`src/rtl/awg_seq_pkg.sv`:
```
// Package: shared encodings for the waveform sequence engine.
// Assumes: play_mode values are fixed by the port contract (0..3).
package awg_seq_pkg;

    typedef enum logic [1:0] {
        MODE_SINGLE = 2'd0,
        MODE_CONT   = 2'd1,
        MODE_STEP   = 2'd2,
        MODE_BURST  = 2'd3
    } play_mode_e;

    typedef enum logic [1:0] {
        ST_IDLE  = 2'd0,
        ST_ARMED = 2'd1,
        ST_RUN   = 2'd2,
        ST_HOLD  = 2'd3
    } seq_state_e;

endpackage

```
`src/rtl/awg_seg_table.sv`:
```
// Segment table: stores base, length, repeat count and marker position for
// each entry, refuses writes that break the quantum/minimum rules, and keeps
// a sticky error flag. Assumes QUANT is a power of two. The storage is not
// reset; only the flag is.
module awg_seg_table #(
    parameter int SEG_W   = 2,
    parameter int ADDR_W  = 16,
    parameter int LOOP_W  = 24,
    parameter int QUANT   = 4,
    parameter int MIN_LEN = 16
) (
    input  logic              clk,
    input  logic              rst_n,
    input  logic              wr_en,
    input  logic [SEG_W-1:0]  wr_idx,
    input  logic [ADDR_W-1:0] wr_start,
    input  logic [ADDR_W-1:0] wr_len,
    input  logic [LOOP_W-1:0] wr_loops,
    input  logic [ADDR_W-1:0] wr_mark,
    input  logic [SEG_W-1:0]  rd_idx,
    output logic [ADDR_W-1:0] rd_start,
    output logic [ADDR_W-1:0] rd_len,
    output logic [LOOP_W-1:0] rd_loops,
    output logic [ADDR_W-1:0] rd_mark,
    output logic              cfg_err
);
    localparam int DEPTH = 1 << SEG_W;
    localparam logic [ADDR_W-1:0] QMASK = ADDR_W'(QUANT - 1);

    logic [ADDR_W-1:0] start_mem [DEPTH];
    logic [ADDR_W-1:0] len_mem   [DEPTH];
    logic [LOOP_W-1:0] loops_mem [DEPTH];
    logic [ADDR_W-1:0] mark_mem  [DEPTH];
    logic              entry_ok;

    // Decide whether the presented entry obeys the layout rules.
    always_comb begin
        entry_ok = (wr_len >= ADDR_W'(MIN_LEN))
                && ((wr_len & QMASK) == '0)
                && ((wr_mark & QMASK) == '0)
                && (wr_mark < wr_len)
                && (wr_loops != '0);
    end

    // Store an accepted entry.
    always_ff @(posedge clk) begin
        if (wr_en && entry_ok) begin
            start_mem[wr_idx] <= wr_start;
            len_mem[wr_idx]   <= wr_len;
            loops_mem[wr_idx] <= wr_loops;
            mark_mem[wr_idx]  <= wr_mark;
        end
    end

    // Latch any refused write until reset.
    always_ff @(posedge clk) begin
        if (!rst_n) begin
            cfg_err <= 1'b0;
        end else if (wr_en && !entry_ok) begin
            cfg_err <= 1'b1;
        end
    end

    assign rd_start = start_mem[rd_idx];
    assign rd_len   = len_mem[rd_idx];
    assign rd_loops = loops_mem[rd_idx];
    assign rd_mark  = mark_mem[rd_idx];

    p_err_sticky_r1: assert property (@(posedge clk) disable iff (!rst_n)
        cfg_err |=> cfg_err);
    p_refused_keeps_r1: assert property (@(posedge clk) disable iff (!rst_n)
        (wr_en && !entry_ok && rd_idx == wr_idx && $stable(rd_idx)) |=> $stable(rd_len));

endmodule

```
`src/rtl/awg_trig_edge.sv`:
```
// Rising-edge detector for the start trigger. Assumes trig_in is already
// synchronous to clk; one pulse per low-to-high transition.
module awg_trig_edge (
    input  logic clk,
    input  logic rst_n,
    input  logic trig_in,
    output logic trig_rise
);
    logic trig_q;

    // Remember last sampled trigger level.
    always_ff @(posedge clk) begin
        if (!rst_n) trig_q <= 1'b0;
        else        trig_q <= trig_in;
    end

    assign trig_rise = trig_in && !trig_q;

    p_rise_single_r4: assert property (@(posedge clk) disable iff (!rst_n)
        trig_rise |=> !trig_rise);

endmodule

```
`src/rtl/awg_marker_stretch.sv`:
```
// Marker stretcher: a fire request loads a down-counter of HOLD clocks; the
// output is high while the counter is non-zero. A clear wins over a fire.
module awg_marker_stretch #(
    parameter int HOLD = 16
) (
    input  logic clk,
    input  logic rst_n,
    input  logic fire,
    input  logic clear,
    output logic mark_out
);
    localparam int CW = $clog2(HOLD + 1);

    logic [CW-1:0] cnt_q;

    // Load on fire, count down otherwise, zero on clear.
    always_ff @(posedge clk) begin
        if (!rst_n || clear) cnt_q <= '0;
        else if (fire)       cnt_q <= CW'(HOLD);
        else if (cnt_q != '0) cnt_q <= cnt_q - 1'b1;
    end

    assign mark_out = (cnt_q != '0);

    p_fire_raises_r9: assert property (@(posedge clk) disable iff (!rst_n)
        (fire && !clear) |=> mark_out);
    p_hold_keeps_r9: assert property (@(posedge clk) disable iff (!rst_n)
        (cnt_q > CW'(1) && !clear) |=> mark_out);
    p_clear_drops_r10: assert property (@(posedge clk) disable iff (!rst_n)
        clear |=> !mark_out);

endmodule

```
`src/rtl/awg_seq_ctrl.sv`:
```
// Sequence controller: walks segments, positions and repeat counts, applies
// the latched play mode at pass and segment boundaries. Assumes the table
// entry under playback is not rewritten mid-pass and lengths are >= 1.
module awg_seq_ctrl
    import awg_seq_pkg::*;
#(
    parameter int SEG_W  = 2,
    parameter int ADDR_W = 16,
    parameter int LOOP_W = 24
) (
    input  logic              clk,
    input  logic              rst_n,
    input  logic              arm,
    input  logic              abort,
    input  logic [1:0]        mode_in,
    input  logic [SEG_W-1:0]  seq_last,
    input  logic              trig_imm,
    input  logic              trig_rise,
    input  logic [ADDR_W-1:0] seg_start,
    input  logic [ADDR_W-1:0] seg_len,
    input  logic [LOOP_W-1:0] seg_loops,
    input  logic [ADDR_W-1:0] seg_mark,
    output logic [SEG_W-1:0]  seg_idx,
    output logic [ADDR_W-1:0] addr,
    output logic              valid,
    output logic              mark_fire
);
    seq_state_e        state_q;
    play_mode_e        mode_q;
    logic [ADDR_W-1:0] pos_q;
    logic [LOOP_W-1:0] loop_q;
    logic              pend_q;
    logic              go;
    logic              pass_end;
    logic              list_end;
    logic [SEG_W-1:0]  seg_next;

    // Boundary and start decode.
    always_comb begin
        go       = trig_imm || trig_rise;
        pass_end = (pos_q >= seg_len - ADDR_W'(1));
        list_end = (seg_idx == seq_last);
        seg_next = list_end ? '0 : seg_idx + 1'b1;
    end

    // Main playback state machine.
    always_ff @(posedge clk) begin
        if (!rst_n) begin
            state_q <= ST_IDLE;
            mode_q  <= MODE_SINGLE;
            seg_idx <= '0;
            pos_q   <= '0;
            loop_q  <= LOOP_W'(1);
            pend_q  <= 1'b0;
        end else if (abort) begin
            state_q <= ST_IDLE;
            pend_q  <= 1'b0;
        end else begin
            case (state_q)
                ST_IDLE: begin
                    if (arm) begin
                        state_q <= ST_ARMED;
                        mode_q  <= play_mode_e'(mode_in);
                        seg_idx <= '0;
                        pos_q   <= '0;
                        loop_q  <= LOOP_W'(1);
                        pend_q  <= 1'b0;
                    end
                end
                ST_ARMED, ST_HOLD: begin
                    if (go) state_q <= ST_RUN;
                end
                ST_RUN: begin
                    if (trig_rise && mode_q == MODE_STEP) pend_q <= 1'b1;
                    if (!pass_end) begin
                        pos_q <= pos_q + 1'b1;
                    end else begin
                        pos_q <= '0;
                        if (mode_q == MODE_STEP) begin
                            if (pend_q) begin
                                pend_q  <= 1'b0;
                                seg_idx <= seg_next;
                            end
                        end else if (loop_q >= seg_loops) begin
                            loop_q  <= LOOP_W'(1);
                            seg_idx <= seg_next;
                            if (mode_q == MODE_BURST)
                                state_q <= ST_HOLD;
                            else if (mode_q == MODE_SINGLE && list_end)
                                state_q <= ST_IDLE;
                        end else begin
                            loop_q <= loop_q + 1'b1;
                        end
                    end
                end
                default: state_q <= ST_IDLE;
            endcase
        end
    end

    assign valid     = (state_q == ST_RUN);
    assign addr      = seg_start + pos_q;
    assign mark_fire = valid && (pos_q == seg_mark);

    p_pos_in_len_r3: assert property (@(posedge clk) disable iff (!rst_n)
        valid |-> (pos_q < seg_len));
    p_pos_steps_r3: assert property (@(posedge clk) disable iff (!rst_n)
        (valid && !abort && !pass_end) |=> (pos_q == $past(pos_q) + 1'b1));
    p_hold_only_burst_r8: assert property (@(posedge clk) disable iff (!rst_n)
        (state_q == ST_HOLD) |-> (mode_q == MODE_BURST));
    p_loop_bound_r8: assert property (@(posedge clk) disable iff (!rst_n)
        (valid && mode_q != MODE_STEP) |-> (loop_q != '0 && loop_q <= seg_loops));
    p_single_ends_r5: assert property (@(posedge clk) disable iff (!rst_n)
        (valid && !abort && mode_q == MODE_SINGLE && pass_end && list_end
         && loop_q >= seg_loops) |=> !valid);

endmodule

```
`src/rtl/awg_seq_engine.sv`:
```
// Top: arbitrary waveform sequence engine. Joins the segment table, trigger
// edge detector, sequence controller and marker stretcher. Assumes trig_in
// is synchronous to clk and the table is static during playback.
module awg_seq_engine #(
    parameter int SEG_W     = 2,
    parameter int ADDR_W    = 16,
    parameter int LOOP_W    = 24,
    parameter int QUANT     = 4,
    parameter int MIN_LEN   = 16,
    parameter int MARK_HOLD = 16
) (
    input  logic              clk,
    input  logic              rst_n,
    input  logic              tbl_wr_en,
    input  logic [SEG_W-1:0]  tbl_wr_idx,
    input  logic [ADDR_W-1:0] tbl_wr_start,
    input  logic [ADDR_W-1:0] tbl_wr_len,
    input  logic [LOOP_W-1:0] tbl_wr_loops,
    input  logic [ADDR_W-1:0] tbl_wr_mark,
    input  logic [SEG_W-1:0]  seq_last,
    input  logic [1:0]        play_mode,
    input  logic              trig_imm,
    input  logic              arm,
    input  logic              abort,
    input  logic              trig_in,
    output logic [ADDR_W-1:0] smp_addr,
    output logic              smp_valid,
    output logic              marker_out,
    output logic              cfg_err
);
    logic [SEG_W-1:0]  seg_idx;
    logic [ADDR_W-1:0] seg_start;
    logic [ADDR_W-1:0] seg_len;
    logic [LOOP_W-1:0] seg_loops;
    logic [ADDR_W-1:0] seg_mark;
    logic              trig_rise;
    logic              mark_fire;

    awg_seg_table #(
        .SEG_W(SEG_W), .ADDR_W(ADDR_W), .LOOP_W(LOOP_W),
        .QUANT(QUANT), .MIN_LEN(MIN_LEN)
    ) u_table (
        .clk(clk), .rst_n(rst_n),
        .wr_en(tbl_wr_en), .wr_idx(tbl_wr_idx), .wr_start(tbl_wr_start),
        .wr_len(tbl_wr_len), .wr_loops(tbl_wr_loops), .wr_mark(tbl_wr_mark),
        .rd_idx(seg_idx), .rd_start(seg_start), .rd_len(seg_len),
        .rd_loops(seg_loops), .rd_mark(seg_mark), .cfg_err(cfg_err)
    );

    awg_trig_edge u_edge (
        .clk(clk), .rst_n(rst_n), .trig_in(trig_in), .trig_rise(trig_rise)
    );

    awg_seq_ctrl #(
        .SEG_W(SEG_W), .ADDR_W(ADDR_W), .LOOP_W(LOOP_W)
    ) u_ctrl (
        .clk(clk), .rst_n(rst_n), .arm(arm), .abort(abort),
        .mode_in(play_mode), .seq_last(seq_last), .trig_imm(trig_imm),
        .trig_rise(trig_rise), .seg_start(seg_start), .seg_len(seg_len),
        .seg_loops(seg_loops), .seg_mark(seg_mark), .seg_idx(seg_idx),
        .addr(smp_addr), .valid(smp_valid), .mark_fire(mark_fire)
    );

    awg_marker_stretch #(
        .HOLD(MARK_HOLD)
    ) u_mark (
        .clk(clk), .rst_n(rst_n), .fire(mark_fire), .clear(abort),
        .mark_out(marker_out)
    );

    p_abort_stops_r10: assert property (@(posedge clk) disable iff (!rst_n)
        abort |=> (!smp_valid && !marker_out));

endmodule

```
`config.mk`:
```
export PLATFORM = sky130hd
export DESIGN_NAME = awg_seq_engine
export DESIGN_NICKNAME = d
export VERILOG_FILES = /design/src/rtl/awg_seq_pkg.sv /design/src/rtl/awg_seg_table.sv /design/src/rtl/awg_trig_edge.sv /design/src/rtl/awg_marker_stretch.sv /design/src/rtl/awg_seq_ctrl.sv /design/src/rtl/awg_seq_engine.sv
export SDC_FILE = /design/constraint.sdc
export NUM_CORES = 1
export LEC_CHECK = 0
export BUFFER_PORTS_ARGS = -buffer_cell sky130_fd_sc_hd__buf_2
export CORE_UTILIZATION = 55
export DETAILED_ROUTE_END_ITERATION = 8
export PLACE_DENSITY = 0.8
export SYNTH_ARGS = -nofsm -noshare
export SYNTH_HDL_FRONTEND = slang
export SYNTH_SLANG_ARGS = --single-unit
```
`constraint.sdc`:
```
create_clock -name clk -period 6.7 [get_ports clk]
set_input_delay 0 -clock clk [delete_from_list [all_inputs] [get_ports clk]]
set_output_delay 0 -clock clk [all_outputs]
set_load 0.03 [all_outputs]
```
==> results of run 1 <==
-- Yosys cell counts, types with 3 or more instances --
cell      number
edfxtp_1     288
ha_1          75
nor2_1        66
nand2_1       65
inv_1         63
mux4_2        62
dfxtp_1       56
xnor2_1       43
a21oi_1       34
o21ai_0       34
nand3_1       24
xor2_1        20
nor4_1        19
nor3_1        18
clkbuf_1      16
and3_1        13
nand2b_1      13
nand4_1       12
buf_2         10
mux4_1        10
o22ai_1       10
nand3b_1       9
o41ai_1        9
and4_1         7
or3_1          7
a21o_1         6
a32oi_1        6
a211oi_1       5
a31oi_1        5
buf_1          5
nand4b_1       5
and2_1         4
nor2b_1        4
nor4b_1        4
o211ai_1       4
o32ai_1        4
mux2i_1        3
o21a_1         3
-- flip-flops by register name, indices dropped and copies added, names as in the netlist, named ones only --
| name | cells |
|---|---|
| u_ctrl.state_q | 2 |
| u_table.mark_mem | 64 |
| u_table.start_mem | 64 |
| u_ctrl.seg_idx | 2 |
| u_ctrl.pos_q | 16 |
| u_ctrl.pend_q | 1 |
| u_table.cfg_err | 1 |
| u_mark.cnt_q | 5 |
| u_ctrl.loop_q | 24 |
| u_ctrl.mode_q | 2 |
| u_table.len_mem | 64 |
| u_table.loops_mem | 96 |
| u_edge.trig_q | 1 |
-- power by group through the flow --
stage / Clock, mW / Sequential (mW) / Combinational [mW]
2_1_floorplan: 0 / 2.40 / 0.151
3_3_place_gp: 0 / 2.40 / 0.241
3_5_place_dp: 0 / 2.40 / 0.251
4_1_cts: 2.04 / 2.35 / 0.289
5_1_grt: 2.13 / 2.36 / 0.322
6_report: 2.01 / 2.35 / 0.292
-- worst max-delay path by stage --
stage	from	end	slack, ns
floorplan	tbl_wr_len[8]	u_table.len_mem[0][0]	-0.22
global placement	register	u_ctrl.loop_q[7]	1.55
detailed placement	register	u_ctrl.loop_q[3]	1.26
CTS	register	u_ctrl.loop_q[6]	1.20
global route	register	u_ctrl.loop_q[1]	0.78
finish	register	u_ctrl.loop_q[3]	1.14
-- cell type report --
type,instances,area [um^2]
clock buffers,51,1070
clock inverters,14,148
fillers,1950,9230
inverters,65,244
multi-input cells,639,5660
flip-flops and latches,344,9780
well taps,378,473
repair buffers,196,1420
-- cells by family (layout without fill, tap and decap cells) --
logic type               count (synthesis)  count (layout)  synth area share (%)
AO/OA/AOI/OAI                          146             146                  6.11
multiplexers                            75              75                  10.7
flip-flops                             344             344                  61.8
buffers and inverters                   99             326                  2.63
XOR/XNOR                                63              63                  3.49
AND/OR/NAND/NOR                        279             279                  9.28
adder cells (fa/ha/maj)                 76              76                  6.06
-- per-stage QoR --
step | setup slack (ns) | instance area, um^2 | total power [mW] | std cells
6_report | 1.14 | 18800 | 4.66 | 1687
5_1_grt | 0.782 | 18800 | 4.81 | 1687
4_1_cts | 1.20 | 18800 | 4.69 | 1687
3_5_place_dp | 1.26 | 16800 | 2.65 | 1541
3_3_place_gp | 1.55 | 16800 | 2.64 | 1541
2_1_floorplan | -0.218 | 15800 | 2.55 | 1082
-- metal layers --
layer	GRT usage [%]	part of all wire [%]
met1	32.1	41
met2	42.2	51
met3	3.27	5.9
met4	6.52	1.8
met5	0	0
-- tightest hold or removal path, delay by kind of cell --
family                 cells  cell delay [ns]
AND/OR/NAND/NOR            1             0.05
buffers and inverters      2             0.34
-- timing repair --
action | 4_1_cts | 5_1_grt
hold buffers | 81 | 0
resized for setup | 0 | 0
endpoints found under the hold margin | 299 | 0
==> key figures, run 1 <==
Yosys
  – Mapped cell area: around 16000 um^2
  – Most used DFF post-synth: edfxtp_1
  – Ys async rst share: 0%
  – Flops & latches, synth: 344
  – Seq/Total Area, Yosys: 61.8%
  – Synth cell types: 67
  – Mapped Nets: 1243
  – Post-Syn Instances: 1082
  – Top post-synthesis cells by area: edfxtp_1 (55%), mux4_2 (8.8%), dfxtp_1 (7.1%), ha_1 (5.9%), xnor2_1 (2.4%)
  – Largest area contributor in the netlist: edfxtp_1
  – Yosys warning total: 0
  – Number of synthesized flops with an enable pin: 288
  – Top cell type's share of synthesized area: a little over half
  – Avg Inst Size Synth: 14.6 um^2

Drt
  – DRT Pass-1 Iters: 5
  – Via/cell ratio: 5.89
  – DR iter-0 viols: 995
  – WL/cell: 20.5 um
  – DR vias: 9935
  – Post-route DRC: 0
  – DRT antenna net count: 0
  – Routed WL: 34.6 mm

Die
  – Die ar.: approximately 29000 um^2
  – Die height: between 150 and 200 um
  – Core Area: 28000 um^2
  – Rows: 61
  – Initial core utilization: between 50% and 60%
  – Die Width: 172 um
  – Boundary pin count: around 100

Clocking
  – Worst-skew pair later-pin latency: 0.52 ns
  – H-tree depth: 2
  – Total CTS buffers: 36
  – Number of post-CTS setup repair buffers: 0
  – Clk sink count: 344
  – CTS tree: built
  – Clock slew at reported path FFs: 0.06 ns
  – Root buffer cell: clkbuf_16
  – Clock tree buffer depth: 3

Worst hold path
  – Hold depth: 3
  – Hold Crit Class: primary input to register
  – Worst hold start: tbl_wr_idx[0]
  – Worst Hold Path EP: u_table.mark_mem[2][11]

Power and ir drop
  – Power share of the sequential group: 50.5%
  – Combinational power share: under 10%
  – Worst VDD drop: 0.224 mV
  – PD cells: 248 nW/um^2
  – Sw Pwr: around 1.0 mW
  – Clock network power share: a little over two fifths
  – Leakage power: 6.65 nW
  – Switching Fraction: 21.4%
  – Int Pwr: 3.66 mW

Critical path
  – Crit Path Class: register to register
  – Slowest cell on crit path: dfxtp_4
  – CP cell instances: mux4_1 -> nor3_1 -> nand2b_1 -> or3_4 -> nor4b_4 -> xnor2_1 -> ha_1 -> a21oi_1 -> o21ai_0 -> a2111oi_1 -> o211ai_1 -> nand3_1 -> buf_4 -> nand2b_1 -> o21ai_0
  – Worst R2R End: u_ctrl.loop_q[3]
  – Startpoint Class: register
  – Critical Path End Type: register
  – Max stage delay on crit path: between 0.7 and 0.8 ns
  – Crit path max-delay family: simple AND/OR/NAND/NOR gates
  – Reg2reg path depth: 15
  – Reg-to-reg slack, setup: approximately 1.1 ns
  – Crit path depth: 15
  – Bufs and invs on worst path: 1
  – Critical-path maximum fanout: 32
  – CP Data Arrival Time: 5.90 ns
  – Critical path data required time: 7.04 ns

Cells and area
  – Commonest non-fill, non-tap cells in the layout: edfxtp_1 (288), buf_2 (103), dlygate4sd3_1 (81)
  – # nets final: 1443
  – Area grow syn2layout: 18.8%
  – Ant diodes: 0
  – Commonest non-fill, non-tap cell in the layout: edfxtp_1
  – Final core occ: between 60% and 70%
  – Share of layout cells above drive strength 1: 19.1%

Run
  – Max-cap violations: 0

STA
  – Final hold slack: 0.0633 ns
  – Final Max Tran Viols: 0
  – Setup Total Neg Slack: 0 ns
  – Endpoints failing setup: 0
  – Final hold viol count: 0
  – Max Freq: 180 MHz
  – RSZ-0062 raised after global routing: false
  – Worst slew pin tran: between 1 and 1.5 ns
  – Worst slew margin: 23.4%
  – Final Critical Period: about 5.6 ns
  – Clock skew: 0.0258 ns
  – Period Utilization, post-route: 82.9%

Global route
  – Largest net degree at the start of global routing: 73
  – First-pass GRT wire length: 54.0 mm
  – Initial antenna violation count: 0
  – Total gr overflow: 0
  – Vias in the first global route: about 10000
  – GRT Resource Usage Total: 24.3%

Place
  – IO Port Bufs: 103
  – Detail Placement HPWL: 22.3 mm
  – Final Wtd Congestion: roughly 0.84

Status
  – Status: complete, no violations
Note: power is estimated with default switching activity, not from simulation.
==> run 2: changes to the inputs <==
- clock period: 6.7 -> 5.1 ns (I/O delays scaled with it)
==> run 2 against run 1 <==
  * Power up 28%
  * Critical endpoint is now u_ctrl.state_q[1]
  * Sequential cell count unchanged
  * Largest power group unchanged
  * Clock skew down 0.0058 ns
==> key figures, run 2 (synthesized netlist as in run 1, its figures left out) <==
Status
  – Status: complete, no violations

Global route
  – Vias in the first global route: 10116 (+1.9%)
  – Initial antenna violation count: 0 (unchanged)
  – Total gr overflow: 0 (unchanged)
  – GRT Resource Usage Total: 25.0% (+0.65 points)
  – Largest net degree at the start of global routing: 73 (unchanged)
  – First-pass GRT wire length: 54.9 mm (+1.8%)

Cells and area
  – Biggest register: u_table.loops_mem
  – Share of layout cells above drive strength 1: 19.0% (-0.14 points)
  – # nets final: 1442 (-0.069%)
  – Final core occ: 67.1% (about the same)
  – Final-layout fill cell count: 1943 (-0.36%)
  – Commonest non-fill, non-tap cells in the layout: edfxtp_1 (288), buf_2 (103), dlygate4sd3_1 (81)
  – Max reg flops: 96 (unchanged)
  – Commonest non-fill, non-tap cell in the layout: edfxtp_1
  – Ant diodes: 0 (unchanged)
  – Final non-filler cell total: 1686 (-0.059%)
  – Final instance area: 18800 um^2 (about the same)
  – Area grow syn2layout: 18.8% (about the same)

Critical path
  – CP cell instances: mux4_1 -> nor3_1 -> nand2b_1 -> or3_4 -> nor4b_4 -> xnor2_1 -> ha_1 -> a21oi_1 -> o21ai_1 -> a2111oi_2 -> a31oi_1 -> nand2_1 -> nor3_1 -> o22ai_1 -> dlygate4sd3_1
  – Worst R2R End: u_ctrl.state_q[1]
  – Critical Path End Type: register
  – Critical-path maximum fanout: 14 (-56%)
  – Max stage delay on crit path: 0.66 ns (-0.10 ns)
  – Crit Path Class: register to register
  – Slowest cell on crit path: mux4_1
  – Reg-to-reg slack, setup: 0.44 ns (-0.70 ns)
  – CP Data Arrival Time: 5.10 ns (-0.80 ns)
  – Reg2reg path depth: 15 (unchanged)
  – Most used cell along the critical path: nor3_1
  – Startpoint Class: register
  – Critical path data required time: 5.55 ns (-1.49 ns)

Clocking
  – H-tree depth: 2 (unchanged)
  – CTS tree: built
  – Total CTS buffers: 36 (unchanged)
  – Clock slew at reported path FFs: 0.06 ns (about the same)
  – Root buffer cell: clkbuf_16
  – Clock tree buffer depth: 3 (unchanged)
  – Worst-skew pair later-pin latency: 0.52 ns (about the same)
  – Clk sink count: 344 (unchanged)

Power and ir drop
  – PD cells: 318 nW/um^2 (+28%)
  – Int Pwr: 4.68 mW (+28%)
  – Power share of the sequential group: 51.8% (+1.3 points)
  – Combinational power share: 6.4% (about the same)
  – Sw Pwr: 1.28 mW (+29%)
  – Leakage power: 6.62 nW (-0.46%)
  – Power, Total: 5.97 mW (+28%)
  – Switching Fraction: 21.5% (+0.10 points)
  – Clock network power share: 41.7% (-1.5 points)
  – Worst VDD drop: 0.321 mV (+43%)

STA
  – Final Critical Period: 4.66 ns (-0.901 ns)
  – Period Utilization, post-route: 91.3% (+8.3 points)
  – Final Max Tran Viols: 0 (unchanged)
  – Final hold viol count: 0 (unchanged)
  – Final hold slack: 0.0957 ns (+0.0324 ns)
  – Worst slew margin: 50.1% (+27 points)
  – Worst slew pin tran: 0.744 ns (-0.404 ns)
  – Endpoints failing setup: 0 (unchanged)
  – Max Freq: 215 MHz (+19%)
  – RSZ-0062 raised after global routing: false
  – Post-route worst setup slack: 0.445 ns (-0.699 ns)
  – Setup Total Neg Slack: 0 ns (unchanged)
  – Clock skew: 0.0199 ns (-0.00583 ns)

Drt
  – Routed WL: 35.3 mm (+2.0%)
  – DRT antenna net count: 0 (unchanged)
  – DR iter-0 viols: 831 (-16%)
  – WL/cell: 20.9 um (+2.0%)
  – Via/cell ratio: 5.98 (+1.5%)
  – DRT Pass-1 Iters: 4 (-1)
  – DR vias: 10077 (+1.4%)
  – Post-route DRC: 0 (unchanged)

Die
  – Rows: 61 (unchanged)
  – Core Area: 28000 um^2 (unchanged)
  – Die height: 172 um (unchanged)
  – Boundary pin count: 104 (unchanged)
  – Die ar.: 29400 um^2 (unchanged)
  – Initial core utilization: 56.5% (unchanged)
  – Die Width: 172 um (unchanged)

Place
  – Detail Placement HPWL: 22.3 mm (about the same)
  – IO Port Bufs: 103 (unchanged)
  – Placed Cells incl. Taps: 1540 (-0.065%)
  – Setup WS pre-CTS: 0.225 ns (-1.03 ns)
  – Final Wtd Congestion: 0.863 (+2.5%)
  – Post-DP Area: 16800 um^2 (+0.40%)

Run
  – Max-cap violations: 0 (unchanged)

Worst hold path
  – Worst hold start: rst_n
  – Hold depth: 3 (unchanged)
  – Hold Crit Class: primary input to register
run 2: changes by cell type in the layout (fill, tap and decap cells not counted), sizes merged:
cell,previous run,this run
clkinv,8,12
inv,69,67
buf,115,114
bufinv,2,1
clkbuf,51,50
run 2: area by class of cell:
class | instances | area [um^2] | area share, %
Tap cell | 378 | 473 | 2.52
Sequential cell | 344 | 9780 | 52.0
Multi-Input combinational cell | 639 | 5670 | 30.2
Timing Repair Buffer | 195 | 1480 | 7.90
Inverter | 65 | 244 | 1.30
Clock inverter | 15 | 118 | 0.626
Clock buffer | 50 | 1010 | 5.40
run 2: worst max-delay path: cells and delay by family, from the launching register on:
kind / cells / cell delay, ns
adders and majority gates: 1 / 0.26
DFF: 1 / 0.53
AOI/OAI and AO/OA: 5 / 1.09
and+or+nand+nor: 6 / 1.31
muxes: 1 / 0.66
xor gates and xnor gates: 1 / 0.15
buffers and inverters: 1 / 0.57
run 2: power groups by stage:
stage	combinational, mW	clock (mW)	sequential (mW)
floorplan	0.199	0	3.15
global placement	0.320	0	3.15
detailed placement	0.332	0	3.15
CTS	0.382	2.54	3.09
global route	0.424	2.64	3.10
finish	0.385	2.49	3.09
run 2: what timing repair did:
item / 4_1_cts / 5_1_grt
setup endpoints to repair: 0 / 45
endpoints found under the hold margin: 300 / 0
setup buffers: 0 / 0
resized for setup: 0 / 5
hold buffers: 81 / 0
run 2: worst max-delay path by stage:
stage / from / to / slack [ns] / cells past startpoint
final: register / u_ctrl.state_q[1] / 0.44 / 15
after floorplan: tbl_wr_len[8] / u_table.len_mem[0][0] / -1.82 / 8
after global placement: register / u_ctrl.loop_q[7] / 0.45 / 14
after global routing: register / register / 0.05 / 15
after detailed placement: register / u_ctrl.loop_q[4] / 0.22 / 15
after CTS: register / u_ctrl.loop_q[4] / 0.11 / 14
run 2: layer usage:
metal  share of wire [%]  global-route usage (%)  vias up
met1                  42                    32.1     5037
met3                 5.1                    3.57       66
met4                 2.7                    8.58        0
met5                   0                       0        -
met2                  51                    43.3      344
li1                    -                       -     4630
==> run 3: changes to the inputs <==
- MAX_ROUTING_LAYER: default -> met4
==> run 3 against run 2 <==
  * Sequential cell count is the same
  * Critical path type unchanged
  * Critical path depth fell by 1
  * Power up 1.6%
  * Clock power increased by 4%
  * Count of clock-buffer cells in the layout fell by 7
  * Final cell count is 0.24% higher
  * Clock skew is 0.0062 ns higher
  * Via count decreased by 0.56%
  * Sequential share of layout area fell by 0.12 points
  * Register-to-register slack worse by 0.08 ns
  * Largest cell class unchanged
  * Largest power group unchanged
==> key figures, run 3 (synthesized netlist as in run 1, its figures left out) <==
Status
  – Status: complete, no violations

Clocking
  – H-tree depth: 2 (unchanged)
  – Root buffer cell: clkbuf_16
  – Number of post-CTS setup repair buffers: 0 (unchanged)
  – Clk sink count: 344 (unchanged)
  – Clock slew at reported path FFs: 0.07 ns (about the same)
  – Worst-skew pair later-pin latency: 0.53 ns (about the same)
  – CTS tree: built
  – Total CTS buffers: 36 (unchanged)
  – Clock tree buffer depth: 3 (unchanged)

Critical path
  – CP Data Arrival Time: 5.18 ns (+0.08 ns)
  – CP cell instances: buf_4 -> mux4_2 -> nor4_2 -> nand2_1 -> or3_1 -> xor2_1 -> ha_1 -> nand4_1 -> nand4b_1 -> a31oi_1 -> nand3_1 -> a2111o_1 -> a21oi_1 -> dlygate4sd3_1
  – Crit Path Class: register to register
  – Critical path data required time: 5.55 ns (about the same)
  – Critical-path maximum fanout: 12 (-2)
  – Max stage delay on crit path: 0.61 ns (-0.05 ns)
  – Slowest cell on crit path: mux4_2
  – Crit path max-delay family: simple AND/OR/NAND/NOR gates
  – Startpoint Class: register
  – Critical Path End Type: register
  – Bufs and invs on worst path: 2 (+1)

Worst hold path
  – Hold Crit Class: primary input to register

STA
  – Worst slew pin tran: 0.774 ns (+0.0295 ns)
  – Final Max Tran Viols: 0 (unchanged)
  – Max Freq: 211 MHz (-1.7%)
  – Period Utilization, post-route: 92.8% (+1.6 points)
  – Final Critical Period: 4.74 ns (+0.0796 ns)
  – Post-route worst setup slack: 0.365 ns (-0.0796 ns)
  – Worst slew margin: 48.1% (-2.0 points)
  – Final hold viol count: 0 (unchanged)
  – Setup Total Neg Slack: 0 ns (unchanged)
  – Endpoints failing setup: 0 (unchanged)
  – Clock skew: 0.0261 ns (+0.00620 ns)
  – RSZ-0062 raised after global routing: false

Cells and area
  – Commonest non-fill, non-tap cells in the layout: edfxtp_1 (288), buf_2 (103), dlygate4sd3_1 (82)
  – Biggest register: u_table.loops_mem
  – Ant diodes: 0 (unchanged)
  – Share of layout cells above drive strength 1: 18.9% (-0.058 points)
  – Max reg flops: 96 (unchanged)
  – Commonest non-fill, non-tap cell in the layout: edfxtp_1
  – Area grow syn2layout: 19.0%
  – # nets final: 1445 (+0.21%)

Drt
  – DR iter-0 viols: 807 (-2.9%)
  – DRT Pass-1 Iters: 5 (+1)
  – WL/cell: 20.7 um (-1.2%)
  – Post-route DRC: 0 (unchanged)
  – Via/cell ratio: 5.93 (-0.79%)
  – DRT antenna net count: 0 (unchanged)
  – Routed WL: 35.0 mm (-0.92%)
  – DR vias: 10021 (-0.56%)

Die
  – Die Width: 172 um (unchanged)
  – Boundary pin count: 104 (unchanged)
  – Die ar.: 29400 um^2 (unchanged)
  – Rows: 61 (unchanged)
  – Die height: 172 um (unchanged)
  – Initial core utilization: 56.5% (unchanged)
  – Core Area: 28000 um^2 (unchanged)

Global route
  – Initial antenna violation count: 0 (unchanged)
  – Vias in the first global route: 10300 (+1.8%)
  – First-pass GRT wire length: 54.5 mm (-0.75%)
  – Total gr overflow: 0 (unchanged)
  – GRT Resource Usage Total: 25.4% (+0.47 points)
  – Largest net degree at the start of global routing: 73 (unchanged)

Power and ir drop
  – Power, Total: 6.07 mW (+1.6%)
  – PD cells: 322 nW/um^2 (+1.4%)
  – Leakage power: 6.64 nW (+0.20%)
  – Worst VDD drop: 0.307 mV (-4.3%)

Place
  – Final Wtd Congestion: 0.899 (+4.1%)
  – Detail Placement HPWL: 22.4 mm (+0.29%)
  – Setup WS pre-CTS: 0.293 ns (+0.0685 ns)
  – IO Port Bufs: 103 (unchanged)

Run
  – Max-cap violations: 0 (unchanged)
run 3: changes by cell type in the layout (fill, tap and decap cells not counted), sizes merged:
cell	before	now
buf	114	116
bufinv	1	4
clkbuf	50	43
clkinv	12	14
clkinvlp	0	3
dlygate4sd3	81	82
run 3: what timing repair did:
action                     CTS  global route
hold buffers                82             0
setup endpoints to repair    0            32
hold endpoints to repair   302             0
gates resized for setup      0             4
run 3: worst paths after layout:
path / end / slack, ns / startpoint / depth (start not counted)
min reg2reg: u_ctrl.loop_q[18] / 0.53 / u_ctrl.loop_q[18] / 2
min: u_ctrl.seg_idx[1] / 0.08 / rst_n / 3
max reg2reg: u_ctrl.state_q[0] / 0.36 / register / 14
max: u_ctrl.state_q[0] / 0.36 / register / 14
run 3: final cells by class:
type / count / area [um^2]
Inverter: 65 / 244
Clock buffer: 43 / 948
Sequential cell: 344 / 9780
Multi-Input combinational cell: 639 / 5670
Tap cell: 378 / 473
Clock inverter: 23 / 219
Timing Repair Buffer: 198 / 1500
Fill cell: 1938 / 9180
run 3: through the flow:
step	util, %	hold WS, ns	instances	area [um^2]
after floorplan	-	0.0989	1082	15800
after global placement	60.1	0.214	1542	16800
after detailed placement	60.1	0.217	1542	16800
after CTS	67.2	0.0569	1690	18800
after global routing	67.2	0.0809	1690	18800
final	67.2	0.0775	1690	18800
run 3: tightest hold or removal path, stage by stage:
cell	delay, ns
buf_2	0.10
buf_4	0.28
o211a_1	0.17
run 3: power by group:
part / total (mW) / internal [mW] / switching, mW / leakage, nW
Combinational: 0.389 / 0.164 / 0.225 / 3.03
Clock: 2.58 / 1.53 / 1.05 / 0.563
Sequential: 3.09 / 3.07 / 0.0231 / 3.04
Total: 6.07 / 4.77 / 1.30 / 6.64
run 3: routing by layer:
metal  up-vias  part of all wire [%]  track usage, %
met5         -                     0               -
met4         0                   3.3            9.39
met3        79                   4.6            3.68
met2       301                    51            43.0
met1      5011                    41            31.2
li1       4630                     -               -
